## src/rtl/pc_latch_unit.sv

```systemverilog
module pc_latch_unit #(
  parameter int PC_W   = 21,
  parameter int BYTE_W = 8
) (
  input  logic              clk,
  input  logic              rst_n,
  input  logic              adv_i,
  input  logic              jmp_i,
  input  logic [PC_W-1:0]   jmp_tgt_i,
  input  logic              lo_wr_i,
  input  logic [BYTE_W-1:0] lo_wdata_i,
  input  logic              lo_rd_i,
  input  logic              hlat_wr_i,
  input  logic [BYTE_W-1:0] hlat_wdata_i,
  input  logic              ulat_wr_i,
  input  logic [BYTE_W-1:0] ulat_wdata_i,
  output logic [PC_W-1:0]   pc_o,
  output logic [BYTE_W-1:0] lo_o,
  output logic [BYTE_W-1:0] hlat_o,
  output logic [BYTE_W-1:0] ulat_o
);

  localparam int UP_W = PC_W - 2*BYTE_W;
  localparam logic [PC_W-1:0] STEP = PC_W'(2);
  localparam logic [PC_W-1:0] ALIGN = ~PC_W'(1);

  logic [PC_W-1:0]   pc_q, pc_d;
  logic [BYTE_W-1:0] hlat_q, hlat_d;
  logic [UP_W-1:0]   ulat_q, ulat_d;

  always_comb begin
    if (lo_wr_i)    pc_d = {ulat_q, hlat_q, lo_wdata_i} & ALIGN;
    else if (jmp_i) pc_d = jmp_tgt_i & ALIGN;
    else if (adv_i) pc_d = pc_q + STEP;
    else            pc_d = pc_q;
  end

  always_comb begin
    hlat_d = hlat_q;
    ulat_d = ulat_q;
    if (lo_rd_i) begin
      hlat_d = pc_q[2*BYTE_W-1:BYTE_W];
      ulat_d = pc_q[PC_W-1:2*BYTE_W];
    end
    if (hlat_wr_i) hlat_d = hlat_wdata_i;
    if (ulat_wr_i) ulat_d = ulat_wdata_i[UP_W-1:0];
  end

  always_ff @(posedge clk) begin
    if (!rst_n) begin
      pc_q   <= '0;
      hlat_q <= '0;
      ulat_q <= '0;
    end else begin
      pc_q   <= pc_d;
      hlat_q <= hlat_d;
      ulat_q <= ulat_d;
    end
  end

  assign pc_o   = pc_q;
  assign lo_o   = pc_q[BYTE_W-1:0];
  assign hlat_o = hlat_q;
  assign ulat_o = {{(BYTE_W-UP_W){1'b0}}, ulat_q};

endmodule


```

## config.mk

```make
export PLATFORM = sky130hd
export DESIGN_NAME = pc_latch_unit
export DESIGN_NICKNAME = d
export VERILOG_FILES = /design/src/rtl/pc_latch_unit.sv
export SDC_FILE = /design/constraint.sdc
export NUM_CORES = 1
export LEC_CHECK = 0
export ABC_AREA = 1
export CAP_MARGIN = 30
export CORE_AREA = 5 5 58 111
export DETAILED_ROUTE_END_ITERATION = 6
export DIE_AREA = 0 0 63 116
export PLACE_DENSITY = 0.81
export SLEW_MARGIN = 20
export SYNTH_ARGS = -nofsm -noshare
export SYNTH_HDL_FRONTEND = slang
export SYNTH_SLANG_ARGS = --single-unit
```

## constraint.sdc

```tcl
create_clock -name clk -period 3.35 [get_ports clk]
set_input_delay 0.67 -clock clk [delete_from_list [all_inputs] [get_ports clk]]
set_output_delay 0.67 -clock clk [all_outputs]
set_load 0.01 [all_outputs]
```

==> impl_results.md <==
- Hold_sp: pc_o[5]
- Comb pwr share: 24.8%
- Int Power: approximately 0.8 mW
- NumNets Final: around 500
- CP Launch Type: input pin
- Hold Path End: pc_o[5]
- Commonest non-fill, non-tap cell in the layout: clkdlybuf4s50_1
- Final Setup Violations: 0
- Worst skew pair latency: about 0.29 ns
- Register area share after synthesis: between 20 and 30%
- Switching Power: ~0.32 mW
- Syn avg cell area: between 6 and 7 um2
- Post-synth ARST share: 0%
- Switching fraction of total power: 29.2%
- GR Util All Layers: 19.8%
- Area Overhead vs Synth: 40.5%
- Via count: approximately 2.6k
- Clock Tree Buf Depth: 2
- HPWL Detailed: approximately 5.6 mm
- Hold depth: 2
- Total number of H-tree levels: 2
- Row count: 38
- Fin crit period: 2.13 ns
- Worst vdd ir: around 270 uV
- Initial core utilization: between 40% and 50%
- Reg-to-reg slack, setup: 1.61 ns
- WL final: 7.21 mm
- RSZ-0062 raised after global routing: false
- Clk sink count: 33
- Fin Setup TNS: 0 ns
- Total Die Area: roughly 0.0073 mm2
- Most frequent cells in the layout: clkdlybuf4s50_1, nand2_1, inv_1, nor2_1, dfxtp_1
- Num ports: 98
- Worst R2R Start: pc_o[1]
- Synth Register Bits: 33
- Non-filler cells, final: 503
- Worst R2R Path Depth: 10
- Share of cells above drive strength 1: about 10%
- Max Fanout on Critical Path: 15
- Peak Freq: approximately 0.47 GHz
- Post-CTS setup buffers: 0
- PortBufs: 87
- Req. time, crit path: roughly 3.6 ns
- Clk slew on worst S/H paths: approximately 0.08 ns
- Fin crit share: a little under two thirds
- Die Wd: between 60 and 70 um
- Lkg Pwr: around 1.3 nW
- Seq pwr share: 40.4%
- Total power: between 1 and 1.5 mW
- WL per Instance: between 10 and 15 um
- Crit end category: flip-flop
- Clk_skew: just over 0.01 ns
- Initial antenna violation count: 0
- Grt ovf: 0
- Global-route wire length before repair: 11.8 mm
- Post-DRT Antenna Nets: 0
- YS warnings: 0
- Max Cap Viol: 0
- Main flop type after synthesis: dfxtp_1
- Slew HR: 54.3%
- Number of global-route vias before repair: about 2.7k
- N_diodes: 0
- Worst hold path type: reg -> reg
- Status: completed
- Reg2reg end: pc_o[15]
- TritonCTS Buffers: 5
- Mapped Area: 0.00234 mm2
- Post-synth EDFFs: 0
- Synth cell types: 35
- Root buffer cell: clkbuf_8
- Pin count of the biggest net entering global routing: 37
- First DRT Iteration DRCs: about 160
- Core ar.: approximately 0.0055 mm2
- Drt drc: 0
- CTS tree: built
- PostCTS Resize Cnt: 0
- Critical path type: in -> reg
- Hold Violations, Final: 0
- Final Max Slew Viols: 0
- RePlAce Congestion: between 0.8 and 0.9
- Critical Path AT: 2.33 ns
- Worst slew pin tran: 0.682 ns
- Power per Cell Area: roughly 340 mW/mm2
- Mapped Cells: ~360
- Die Y-Extent: 116 um
- Cts hold-fix bufs: 0
- DP Cell Count: 495
- Router iterations before antenna repair: 4
- Post-DR vias/cell: about 5.2
- Clock power frac: roughly a third
==> stage by stage <==
stage               instance area (um2)  worst slack [ns]  util (%)  hold slack (ns)
floorplan                          2360              1.84         -            0.571
global placement                   3180              1.01      58.1            0.564
detailed placement                 3180             0.932      58.1            0.586
CTS                                3290              1.24      60.2            0.594
global route                       3290              1.10      60.2            0.653
finish                             3290              1.22      60.2            0.603
==> how the worst max path moves through the flow <==
stage | startpoint | to | slack (ns) | cells past startpoint
3_5_place_dp | lo_wr_i | pc_o[6] | 0.93 | 7
5_1_grt | lo_wr_i | pc_o[6] | 1.10 | 7
2_1_floorplan | pc_o[1] | pc_o[15] | 1.84 | 10
4_1_cts | jmp_i | pc_o[6] | 1.24 | 7
3_3_place_gp | jmp_i | pc_o[6] | 1.01 | 7
6_report | jmp_i | pc_o[6] | 1.22 | 7
==> power by group through the flow <==
stage / Clock (mW) / Sequential [mW] / Combinational (mW)
after CTS: 0.393 / 0.448 / 0.275
final: 0.386 / 0.448 / 0.275
after detailed placement: 0 / 0.457 / 0.274
after global placement: 0 / 0.456 / 0.270
after global routing: 0.404 / 0.453 / 0.301
after floorplan: 0 / 0.462 / 0.131
==> cells in the mapped netlist, types with 6 or more instances <==
cell / count / area [um2]
nand2_1: 76 / 285
inv_1: 56 / 210
nor2_1: 47 / 176
dfxtp_1: 33 / 661
nand3_1: 22 / 110
buf_4: 13 / 97.6
a21oi_1: 11 / 55.1
o221ai_1: 11 / 96.3
o22ai_1: 10 / 62.6
nand2_2: 7 / 43.8
o21ai_0: 7 / 35.0
clkbuf_1: 6 / 22.5
inv_2: 6 / 22.5
nand4_1: 6 / 37.5
nor2_4: 6 / 67.6
o211ai_1: 6 / 45.0
==> metal layers <==
metal | part of all wire (%) | routed length [um] | global-route usage [%] | up-vias
met1 | 36 | 2580 | 19.5 | 1176
li1 | - | - | - | 1318
met3 | 6.1 | 441 | 3.59 | 17
met5 | 0 | 0 | 0 | -
met4 | 3.0 | 214 | 11.2 | 0
met2 | 55 | 3970 | 37.9 | 97
==> flip-flops by register name, indices dropped and copies added, names as in the netlist <==
name    count
ulat_q      5
pc_o       20
hlat_o      8
==> cell families after synthesis <==
family          synth area share [%]
flops                           28.2
simple gates                    35.7
buf+inv                         16.3
other cells                    0.160
mux                            0.427
fa+ha+maj                      0.534
compound gates                  18.0
xor+xnor                       0.748
==> critical path: stages <==
cell             delay (ns)
clkdlybuf4s50_1        0.56
nor2_2                 0.26
nand2_2                0.26
inv_1                  0.27
a22o_1                 0.16
inv_1                  0.04
a21oi_1                0.12
==> layout make-up <==
type                            count  area, um2
Multi-Input combinational cell    249       1320
Clock inverter                      3       46.3
Clock buffer                        5       68.8
Sequential cell                    33        661
Fill cell                         525       2170
Timing Repair Buffer               89        886
Tap cell                           60       75.1
Inverter                           64        240
No activity file was read; power rests on OpenSTA's default activity.
